<file path="config.mk">
export PLATFORM = sky130hd
export DESIGN_NAME = tdc_word_assembler
export DESIGN_NICKNAME = d
export VERILOG_FILES = /design/src/rtl/tdcw_pkg.sv /design/src/rtl/tdcw_timebase.sv /design/src/rtl/tdcw_control.sv /design/src/rtl/tdcw_datapath.sv /design/src/rtl/tdc_word_assembler.sv
export SDC_FILE = /design/constraint.sdc
export NUM_CORES = 1
export LEC_CHECK = 0
export ABC_AREA = 1
export BUFFER_PORTS_ARGS = -buffer_cell sky130_fd_sc_hd__buf_4
export CORE_ASPECT_RATIO = 1.5
export CORE_MARGIN = 4
export CORE_UTILIZATION = 65
export CTS_CLUSTER_SIZE = 14
export DETAILED_ROUTE_END_ITERATION = 12
export PLACE_DENSITY = 0.93
export SYNTH_ARGS = -nofsm -noshare
export SYNTH_HDL_FRONTEND = slang
export SYNTH_SLANG_ARGS = --single-unit
</file>
<file path="constraint.sdc">
create_clock -name clk -period 3.4 [get_ports clk]
set_input_delay 0.17 -clock clk [delete_from_list [all_inputs] [get_ports clk]]
set_output_delay 0.17 -clock clk [all_outputs]
set_load 0.01 [all_outputs]
</file>
<file path="src/rtl/tdcw_pkg.sv">
package tdcw_pkg;

  localparam int WORD_W         = 32;
  localparam int CHAN_W         = 7;
  localparam int FINE_W         = 10;
  localparam int COARSE_FIELD_W = 11;
  localparam int EPOCH_FIELD_W  = 28;

  localparam logic [2:0] EPOCH_TAG = 3'b011;

  // Strobes from control to datapath for one clock edge.
  typedef struct packed {
    logic loadEpoch;  // put the pending hit's epoch word on the output
    logic loadHit;    // put the pending hit's hit word on the output, free slot
    logic capture;    // take the offered hit into the pending slot
    logic drop;       // offered hit is lost
  } tdcwStrobes_t;

  // A stamped hit waiting for its word slot.
  typedef struct packed {
    logic [CHAN_W-1:0]         chan;
    logic [FINE_W-1:0]         fine;
    logic                      rising;
    logic                      approx;
    logic [COARSE_FIELD_W-1:0] coarse;
    logic [EPOCH_FIELD_W-1:0]  epoch;
  } tdcwHit_t;

  function automatic logic [WORD_W-1:0] packHitWord(input tdcwHit_t h);
    return {1'b1, 1'b0, h.approx, h.chan, h.fine, h.rising, h.coarse};
  endfunction

  function automatic logic [WORD_W-1:0] packEpochWord(input logic [EPOCH_FIELD_W-1:0] e);
    return {EPOCH_TAG, 1'b0, e};
  endfunction

endpackage

</file>
<file path="src/rtl/tdcw_timebase.sv">
module tdcw_timebase #(
  parameter int COARSE_W = 11,
  parameter int EPOCH_W  = 28
) (
  input  logic                clk,
  input  logic                rstN,
  output logic [COARSE_W-1:0] coarseNow,
  output logic [EPOCH_W-1:0]  epochNow
);

  localparam logic [COARSE_W-1:0] COARSE_LAST = '1;

  logic coarseWrap;
  assign coarseWrap = (coarseNow == COARSE_LAST);

  always_ff @(posedge clk) begin
    if (!rstN) begin
      coarseNow <= '0;
      epochNow  <= '0;
    end else begin
      coarseNow <= coarseNow + COARSE_W'(1);
      if (coarseWrap) epochNow <= epochNow + EPOCH_W'(1);
    end
  end

endmodule

</file>
<file path="src/rtl/tdcw_control.sv">
module tdcw_control
  import tdcw_pkg::*;
(
  input  logic         hitValid,
  input  logic         pendValid,
  input  logic         epochMatch,
  input  logic         outValid,
  input  logic         outReady,
  output tdcwStrobes_t strobes
);

  logic outFree;

  always_comb begin
    outFree           = !outValid || outReady;
    strobes.loadEpoch = pendValid && outFree && !epochMatch;
    strobes.loadHit   = pendValid && outFree && epochMatch;
    // The slot can refill at the same edge it hands its hit word on.
    strobes.capture   = hitValid && (!pendValid || strobes.loadHit);
    strobes.drop      = hitValid && !strobes.capture;
  end

endmodule

</file>
<file path="src/rtl/tdcw_datapath.sv">
module tdcw_datapath
  import tdcw_pkg::*;
#(
  parameter int COARSE_W = 11,
  parameter int EPOCH_W  = 28
) (
  input  logic                clk,
  input  logic                rstN,
  input  tdcwStrobes_t        strobes,
  input  logic [COARSE_W-1:0] coarseNow,
  input  logic [EPOCH_W-1:0]  epochNow,
  input  logic [CHAN_W-1:0]   hitChan,
  input  logic [FINE_W-1:0]   hitFine,
  input  logic                hitRising,
  input  logic                hitApprox,
  input  logic                outReady,
  output logic                pendValid,
  output logic                epochMatch,
  output logic                outValid,
  output logic [WORD_W-1:0]   outWord,
  output logic                hitDropped
);

  tdcwHit_t                 pendHit;
  tdcwHit_t                 newHit;
  logic                     lastValid;
  logic [EPOCH_FIELD_W-1:0] lastEpoch;

  always_comb begin
    newHit.chan   = hitChan;
    newHit.fine   = hitFine;
    newHit.rising = hitRising;
    newHit.approx = hitApprox;
    newHit.coarse = COARSE_FIELD_W'(coarseNow);
    newHit.epoch  = EPOCH_FIELD_W'(epochNow);
  end

  assign epochMatch = lastValid && (lastEpoch == pendHit.epoch);

  // Pending slot
  always_ff @(posedge clk) begin
    if (!rstN) begin
      pendValid <= 1'b0;
      pendHit   <= '0;
    end else if (strobes.capture) begin
      pendValid <= 1'b1;
      pendHit   <= newHit;
    end else if (strobes.loadHit) begin
      pendValid <= 1'b0;
    end
  end

  // Last epoch put on the stream
  always_ff @(posedge clk) begin
    if (!rstN) begin
      lastValid <= 1'b0;
      lastEpoch <= '0;
    end else if (strobes.loadEpoch) begin
      lastValid <= 1'b1;
      lastEpoch <= pendHit.epoch;
    end
  end

  // Output stage
  always_ff @(posedge clk) begin
    if (!rstN) begin
      outValid <= 1'b0;
      outWord  <= '0;
    end else if (strobes.loadEpoch) begin
      outValid <= 1'b1;
      outWord  <= packEpochWord(pendHit.epoch);
    end else if (strobes.loadHit) begin
      outValid <= 1'b1;
      outWord  <= packHitWord(pendHit);
    end else if (outReady) begin
      outValid <= 1'b0;
    end
  end

  always_ff @(posedge clk) begin
    if (!rstN) hitDropped <= 1'b0;
    else       hitDropped <= strobes.drop;
  end

endmodule

</file>
<file path="src/rtl/tdc_word_assembler.sv">
module tdc_word_assembler
  import tdcw_pkg::*;
#(
  parameter int COARSE_W = 11,
  parameter int EPOCH_W  = 28
) (
  input  logic              clk,
  input  logic              rstN,
  input  logic              hitValid,
  input  logic [6:0]        hitChan,
  input  logic [9:0]        hitFine,
  input  logic              hitRising,
  input  logic              hitApprox,
  input  logic              outReady,
  output logic              outValid,
  output logic [31:0]       outWord,
  output logic              hitDropped
);

  logic [COARSE_W-1:0] coarseNow;
  logic [EPOCH_W-1:0]  epochNow;
  logic                pendValid;
  logic                epochMatch;
  tdcwStrobes_t        strobes;

  tdcw_timebase #(.COARSE_W(COARSE_W), .EPOCH_W(EPOCH_W)) u_timebase (
    .clk       (clk),
    .rstN      (rstN),
    .coarseNow (coarseNow),
    .epochNow  (epochNow)
  );

  tdcw_control u_control (
    .hitValid   (hitValid),
    .pendValid  (pendValid),
    .epochMatch (epochMatch),
    .outValid   (outValid),
    .outReady   (outReady),
    .strobes    (strobes)
  );

  tdcw_datapath #(.COARSE_W(COARSE_W), .EPOCH_W(EPOCH_W)) u_datapath (
    .clk        (clk),
    .rstN       (rstN),
    .strobes    (strobes),
    .coarseNow  (coarseNow),
    .epochNow   (epochNow),
    .hitChan    (hitChan),
    .hitFine    (hitFine),
    .hitRising  (hitRising),
    .hitApprox  (hitApprox),
    .outReady   (outReady),
    .pendValid  (pendValid),
    .epochMatch (epochMatch),
    .outValid   (outValid),
    .outWord    (outWord),
    .hitDropped (hitDropped)
  );

endmodule

</file>
Word-level counts from Yosys, hierarchy flattened
Index checks and enable logic that the tools add are counted.
W data, S select, Z words.
- flip-flop bits (word level): 161
- $add $sub $neg: 2
- equality and inequality tests: 2
- muxes and demuxes: 7
- bitwise gates (word level): 1
- reduce and logical (&&, ||, !) cells: 16
- operators with widths (operator ; count):
    $mux W31 ; 2
    $add A28 B1 Y28 const B ; 1
    $eq A28 B28 Y1 ; 1
    $add A11 B1 Y11 const B ; 1
    $eq A11 B11 Y1 const B ; 1
    $logic_and A1 B1 Y1 ; 6
    $mux W1 ; 5
    $logic_not A1 Y1 ; 4
    $reduce_bool A2 Y1 ; 2
    $reduce_bool A3 Y1 ; 1
    $logic_or A1 B1 Y1 ; 2
    $reduce_or A2 Y1 ; 1
    $not A1 Y1 ; 1

Logic depth before layout (Yosys ltp)
Gate-level depths: netlist of the first run.
- depth in word-level cells: 8
- depth in mapped cells: 16
- mapped depth without buffers: 14

Modules after synthesis
From an unflattened synthesis of the first run, not the netlist that was laid out.
- cell total of the unflattened synthesis: 992
- area total of the unflattened synthesis: 6974.2 µm²
- by module, submodules not included (module ; times used ; cells an instance ; area each (µm²) ; seq. area each (µm²)):
    tdcw_datapath ; 1 ; 681 ; 4838.4 ; 2442.3
    tdcw_timebase ; 1 ; 297 ; 2078.2 ; 780.7
    tdcw_control ; 1 ; 14 ; 57.6 ; 0.0

Least setup slack after synthesis of the first run
OpenSTA, ideal clock, no wires.
- path kind: register -> register
- from: register u_timebase.coarseNow[0]
- to: register u_timebase.epochNow[24]
- setup time: 0.113 ns
- arrival time: 1.632 ns
- required time: 3.287 ns
- setup slack: 1.655 ns
- cell stages (with the launch flop): 13
- buffers on the path: 0
- period minus slack after synthesis: 1.745 ns
- path through: dfxtp_1 ha_1 nand2_1 nor2_2 nand2_1 nor2_4 nand3_4 nor2_2 nand2_1 nor2_1 nand2_1 nor2_1 nor2_1
- cells in the longest elaborated chain, start to end: 1
- RTL lines (what ; RTL line ; text):
    from (decl) ; tdcw_timebase.sv:7 ; output logic [COARSE_W-1:0] coarseNow,
    from (signal assigned) ; tdcw_timebase.sv:21 ; coarseNow <= coarseNow + COARSE_W'(1);
    $eq A11 B11 Y1 ; tdcw_timebase.sv:14 ; assign coarseWrap = (coarseNow == COARSE_LAST);
    to (signal assigned) ; tdcw_timebase.sv:22 ; if (coarseWrap) epochNow <= epochNow + EPOCH_W'(1);
    to (decl) ; tdcw_timebase.sv:8 ; output logic [EPOCH_W-1:0] epochNow
Every way passes these cells.
A chain may end at the register's enable or synchronous reset.

Worst setup path in the final report of the first run
- from: register u_datapath.pendHit[19] (netlist name)
- to: register u_datapath.pendHit[40] (netlist name)
- cells in the longest elaborated chain, start to end: 5
- RTL lines (what ; RTL line ; text):
    from (decl) ; tdcw_datapath.sv:24 ; tdcwHit_t pendHit;
    from (signal assigned) ; tdcw_datapath.sv:47 ; pendHit <= newHit;
    $eq A28 B28 Y1 ; tdcw_datapath.sv:38 ; assign epochMatch = lastValid && (lastEpoch == pendHit.epoch);
    $logic_and A1 B1 Y1 ; tdcw_datapath.sv:38 ;
    $logic_and A1 B1 Y1 ; tdcw_control.sv:17 ; strobes.loadHit = pendValid && outFree && epochMatch;
    $logic_or A1 B1 Y1 ; tdcw_control.sv:19 ; strobes.capture = hitValid && (!pendValid || strobes.loadHit);
    $logic_and A1 B1 Y1 ; tdcw_control.sv:19 ;
Every way passes these cells.

==> flow_metrics.tcl, run 1 <==
set metrics [dict create \
    crit_path_cell_trace "inv_2 -> nand2_1 -> nand2_1 -> inv_1 -> nand2_1 -> nor2_1 -> nand2_1 -> nor2_1 -> nand3_2 -> nand2_2 -> nand2_2 -> nand2_1 -> nand2_1 -> inv_1" \
    wl_per_cell_um 15.3 \
    viasPerCell 5.46 \
    drt-total-wl_um 22200 \
    synth_top_area_share 0.410 \
    drive_gt1_frac 0.0941 \
    clk_latency_ps 430 \
    die_width_um 97.8 \
    worst_path_most_repeated_cell "nand2_1" \
    p_sw_mw 1.39 \
    cts_setup_buffers 0 \
    cts_resized 0 \
    syn_area_mm2 0.00786 \
    power.density_mw_per_mm2 513 \
    rows 48 \
    fin_setup_tns_ps 0 \
    cpPeakStageDelay_ps 620 \
    nets 1309 \
    internal-power_mw 3.18 \
    seq_area_frac_synth 0.410 \
    post_synth_num_cell_types 30 \
    fin_crit_sh 0.732 \
    cts.sinks 161 \
    critPathSlowestCell "nand2_2" \
    relSlewSlack 0.235 \
    totalPowerFinal_mw 4.57 \
    die_area_mm2 0.0140 \
    holdCritStartpoint "hitFine[5]" \
    grt_pass1_vias 7322 \
    stdcell_count 1447 \
    synth_area_per_cell_um2 6.26 \
    place_congestion 0.948 \
    final_core_util 0.763 \
    dp_worst_setup_slack_ps 1050 \
    hold_class "primary input to flip-flop" \
    critPathKind "flip-flop to flip-flop" \
    synthCells 1255 \
    cts-htree-levels 4 \
    seq_power_share 0.454 \
    root_buffer "clkbuf_16" \
    cts_buffers 17 \
    cts_tree "built" \
    syn2layout_area_growth_pct 13.1 \
    ir_drop_mv 0.327 \
    period_needed_ps 2490 \
    grt_usage 0.320 \
    initial_utilization 0.675 \
    coreArea_mm2 0.0117 \
    drc 0 \
    postLayoutSetupSlackWorst_ps 912 \
    cp-end-kind "flip-flop" \
    grt_first_pass_wirelength_um 35500 \
    yosys.area.top_type "dfxtp_1" \
    synth_seq_cells 161 \
    ys_warn_count 0 \
    critPathLaunch "u_datapath.pendHit[19]" \
    path_max_fanout 58 \
    synthesis.nets 1280 \
    io_pins 57 \
    share_comb_of_total_power 0.124 \
    finalSetupViolCount 0 \
    dp.cells 1415 \
    hold_viol 0 \
    grt_antenna_before_repair 0 \
    tightest_slew_ps 1140 \
    grt_max_degree 61 \
    grt-ovfl-total 0 \
    r2r-start "u_datapath.pendHit[19]" \
    crit_buf_inv 3 \
    fmax_mhz 402 \
    switching_share 0.304 \
    drtPass1Iterations 6 \
    netlist_top_cells_area "dfxtp_1, nand2_1, nand3_1" \
    clkTransAtPathRegs_ps 70 \
    pwr-share-clk 0.422 \
    portBuffers 56 \
    maxSlewViolCount 0 \
    rsz0062_at_grt "no" \
    postRouteAntennaNets 0 \
    drtIter0Drc 751 \
    cts_hold_buf 0 \
    n_antenna_cell 0 \
    required_ps 3780 \
    dp_hpwl_um 15400 \
    die_h_um 143 \
    startpoint_type "flip-flop" \
    cts.path.max_buffers 2 \
    num_vias 7895 \
    status "complete, no violations" \
    crit_family "simple AND/OR/NAND/NOR gates" \
    cp.arrival_ps 2870 \
    max_cap_viol_count 0 \
    skew_ps 7.50 \
    p_leak_nw 4.61 \
]
==> power groups by stage <==
stage / clock, mW / combinational (mW) / sequential, mW
after CTS: 1.94 / 0.563 / 2.07
after detailed placement: 0 / 0.554 / 2.11
after floorplan: 0 / 0.391 / 2.09
after global routing: 2.03 / 0.643 / 2.08
final: 1.93 / 0.565 / 2.07
after global placement: 0 / 0.540 / 2.11
==> final timing paths <==
| path | slack (ps) | end | cells past startpoint |
|---|---|---|---|
| hold reg to reg | 470 | u_timebase.epochNow[27] | 2 |
| setup / recovery | 910 | u_datapath.pendHit[40] | 14 |
| hold / removal | 20 | u_datapath.pendHit[46] | 5 |
| setup reg to reg | 910 | u_datapath.pendHit[40] | 14 |
==> kinds of logic (layout without fill, tap and decap cells) <==
family,Yosys count,count (layout),share of synthesized area
compound gates,82,82,0.0528
flops,161,161,0.410
fa+ha+maj,2,2,0.00318
simple gates,728,728,0.391
buf+inv,277,319,0.137
xor+xnor,5,5,0.00557
==> area by class of cell <==
cell class | count | area (µm²)
Timing Repair Buffer | 64 | 480
Sequential cell | 161 | 3220
Multi-Input combinational cell | 817 | 3560
Inverter | 223 | 837
Clock inverter | 15 | 180
Fill cell | 890 | 2760
Tap cell | 150 | 188
Clock buffer | 17 | 425
==> cell usage after synthesis <==
cell      number
o211ai_1       1
ha_1           2
o21a_1         1
dfxtp_1      161
nand4_1       21
nand3_4        1
nor2_2         3
nor4_1         2
nand2_2        2
clkinv_1       3
nor3b_1        3
o21ai_1        2
nor2_1        73
xor2_1         4
xnor2_1        1
nand3b_1       2
nand3_1      155
nand2_1      443
nand3_2        2
buf_1          2
nor2_4         1
nor2b_1        1
buf_6          3
a21oi_1       52
inv_2         17
nor3_1        19
inv_1        203
o21ai_0       26
buf_2         12
clkbuf_1      37
==> metrics by stage <==
| stage | cell area (µm²) | hold WS, ps |
|---|---|---|
| floorplan | 7860 | 355 |
| global placement | 8290 | 453 |
| detailed placement | 8290 | 461 |
| CTS | 8890 | 13.9 |
| global route | 8890 | 35.8 |
| finish | 8890 | 18.9 |
==> state kept, by name, summed over array words and instances (netlist names) <==
signal                 cells
u_datapath.lastValid       1
u_datapath.outValid        1
u_datapath.outWord        32
u_timebase.coarseNow      11
u_datapath.hitDropped      1
u_timebase.epochNow       28
u_datapath.pendValid       1
u_datapath.pendHit        58
u_datapath.lastEpoch      28
==> layout by cell type (no fill, tap or decap), drive strengths merged, types with 2 or more instances in the layout <==
cell      n
a21oi    52
buf      64
clkbuf   17
clkinv    7
dfxtp   161
ha        2
inv     230
nand2   445
nand3   158
nand3b    2
nand4    21
nor2     77
nor3     19
nor3b     3
nor4      2
o21ai    28
xor2      4
==> tightest hold or removal path: stages <==
cell and delay (ps):
buf_4 70, inv_1 30, nand3_1 60, nand2_1 50, inv_1 40
==> routing by layer <==
| layer | vias to the layer above | global-route usage | wire length, µm |
|---|---|---|---|
| met2 | 356 | 0.548 | 11000 |
| met4 | 0 | 0.214 | 1550 |
| met5 | - | 0 | 0 |
| met3 | 89 | 0.0557 | 1390 |
| li1 | 3898 | - | - |
| met1 | 3552 | 0.364 | 8250 |
Power figures use the tool's default switching activity.
==> run 2, diff against run 1 <==
--- a/config.mk
+++ b/config.mk
@@ -9,10 +9,10 @@
 export BUFFER_PORTS_ARGS = -buffer_cell sky130_fd_sc_hd__buf_4
 export CORE_ASPECT_RATIO = 1.5
 export CORE_MARGIN = 4
-export CORE_UTILIZATION = 65
+export CORE_UTILIZATION = 55
 export CTS_CLUSTER_SIZE = 14
 export DETAILED_ROUTE_END_ITERATION = 12
-export PLACE_DENSITY = 0.93
+export PLACE_DENSITY = 0.85
 export SYNTH_ARGS = -nofsm -noshare
 export SYNTH_HDL_FRONTEND = slang
 export SYNTH_SLANG_ARGS = --single-unit
==> constraint.sdc (replaced) <==
create_clock -name clk -period 2 [get_ports clk]
set_input_delay 0.1 -clock clk [delete_from_list [all_inputs] [get_ports clk]]
set_output_delay 0.1 -clock clk [all_outputs]
set_load 0.01 [all_outputs]
==> run 2 against run 1 <==
Compared with the run above:
- die area up 17%
- flip-flop and latch count is the same
- critical path depth down 3
- non-clock buffer count rose by 60
- largest power group unchanged
- highest routed layer unchanged
==> flow_metrics.tcl, run 2 (synthesis gave the netlist of run 1 again) <==
set metrics [dict create \
    rows 53 \
    wl_per_cell_um 16.5 \
    initial_utilization 0.562 \
    hold_viol 0 \
    skew_ps 14.0 \
    pwr-share-clk 0.417 \
    p_leak_nw 4.97 \
    die_area_mm2 0.0163 \
    final_cell_mix "nand2_1, inv_1, nand3_1" \
    ir_drop_mv 0.539 \
    critPathSlowestCell "dfxtp_2" \
    clkTransAtPathRegs_ps 70 \
    regMostFlops "u_datapath.pendHit" \
    relSlewSlack 0.694 \
    share_comb_of_total_power 0.142 \
    required_ps 2370 \
    power.density_mw_per_mm2 819 \
    die_h_um 154 \
    nets 1370 \
    stdcell_count 1550 \
    finalSetupViolCount 0 \
    num_vias 8501 \
    dp_hpwl_um 16400 \
    worst_path_most_repeated_cell "nor2_1" \
    portBuffers 56 \
    drtIter0Drc 799 \
    largest_reg_flops 58 \
    cts-htree-levels 4 \
    period_needed_ps 1970 \
    grt_max_degree 55 \
    grt_first_pass_wirelength_um 38800 \
    die_width_um 106 \
    drt-total-wl_um 25600 \
    p_sw_mw 2.36 \
    placed_cell_area_mm2 0.00862 \
    io_pins 57 \
    cts_buffers 17 \
    viasPerCell 5.48 \
    syn2layout_area_growth_pct 24.1 \
    critPathKind "flip-flop to flip-flop" \
    cts.path.max_buffers 2 \
    crit_path_cell_trace "inv_1 -> nand2_1 -> nand4_1 -> nor2_1 -> nand2_1 -> nor2_1 -> nand2_2 -> nor2_1 -> buf_4 -> nand3_1 -> nand3_1" \
    cts.sinks 161 \
    grt_antenna_before_repair 0 \
    cts_tree "built" \
    place_congestion 0.999 \
    clk_latency_ps 430 \
    path_max_fanout 12 \
    fin_crit_sh 0.984 \
    n_antenna_cell 0 \
    cpPeakStageDelay_ps 370 \
    drc 0 \
    grt_usage 0.297 \
    stdcell_area_mm2 0.00975 \
    cp.arrival_ps 2330 \
    drive_gt1_frac 0.162 \
    coreArea_mm2 0.0140 \
    startpoint_type "flip-flop" \
    hold_class "primary input to flip-flop" \
    postRouteAntennaNets 0 \
    grt-ovfl-total 0 \
    reg_top3 "u_datapath.pendHit x58, u_datapath.outWord x32" \
    max_cap_viol_count 0 \
    dp.cells 1484 \
    internal-power_mw 5.63 \
    final_common_cell "nand2_1" \
    seq_power_share 0.441 \
    tightest_slew_ps 456 \
    grt_pass1_vias 7829 \
    fmax_mhz 508 \
    root_buffer "clkbuf_16" \
    cp-end-kind "flip-flop" \
    status "complete, no violations" \
    maxSlewViolCount 0 \
    switching_share 0.296 \
    drtPass1Iterations 6 \
]
-- run 2: worst paths after layout --
| check | from | to | slack [ps] | cells past startpoint |
|---|---|---|---|---|
| min reg2reg | u_timebase.epochNow[27] | u_timebase.epochNow[27] | 460 | 2 |
| min | outReady | u_datapath.outValid | 40 | 4 |
| max reg2reg | u_datapath.pendHit[26] | u_datapath.outWord[16] | 30 | 11 |
| max | u_datapath.pendHit[26] | u_datapath.outWord[16] | 30 | 11 |
-- run 2: critical path, delay by kind of cell, from the launching register on --
kind | cells | cell delay [ps]
and+or+nand+nor | 9 | 1230
buffers and inverters | 2 | 290
DFF | 1 | 370
-- run 2: metal layers --
layer	global-route usage	wire [µm]	part of all wire
met1	0.327	9050	0.35
met2	0.530	12700	0.50
met3	0.0447	1850	0.072
met4	0.189	2040	0.079
met5	0	0	0
-- run 2: power groups by stage --
stage	Sequential (mW)	Clock (mW)	Combinational (mW)
finish	3.53	3.33	1.13
global route	3.54	3.49	1.25
CTS	3.51	3.34	1.05
detailed placement	3.58	0	0.990
global placement	3.57	0	0.973
floorplan	3.55	0	0.665
-- run 2: final cells by class --
| type | count | area, µm² |
|---|---|---|
| fill | 1119 | 4240 |
| multi-input combinational | 818 | 3680 |
| sequential | 161 | 3260 |
| timing repair buffer | 124 | 1130 |
| inverter | 223 | 837 |
| clock buffer | 18 | 439 |
| tap | 192 | 240 |
| clock inverter | 14 | 163 |
-- run 2: metrics by stage --
step	util	hold WS [ps]	worst slack (ps)	setup TNS, ps	power, mW
CTS	0.675	6.22	21.1	0	7.89
global placement	0.616	388	50.5	0	4.54
floorplan	-	285	255	0	4.22
global route	0.697	43.0	-27.5	-318	8.28
detailed placement	0.616	393	5.23	0	4.57
finish	0.697	40.2	31.2	0	7.99
-- run 2: repair_timing --
item                       CTS  global route
hold endpoints to repair    19             0
pin swaps                    0            10
setup buffers                0            11
resized for setup            2            71
setup endpoints to repair    7           127
hold buffers                19             0
gates cloned                 1             4
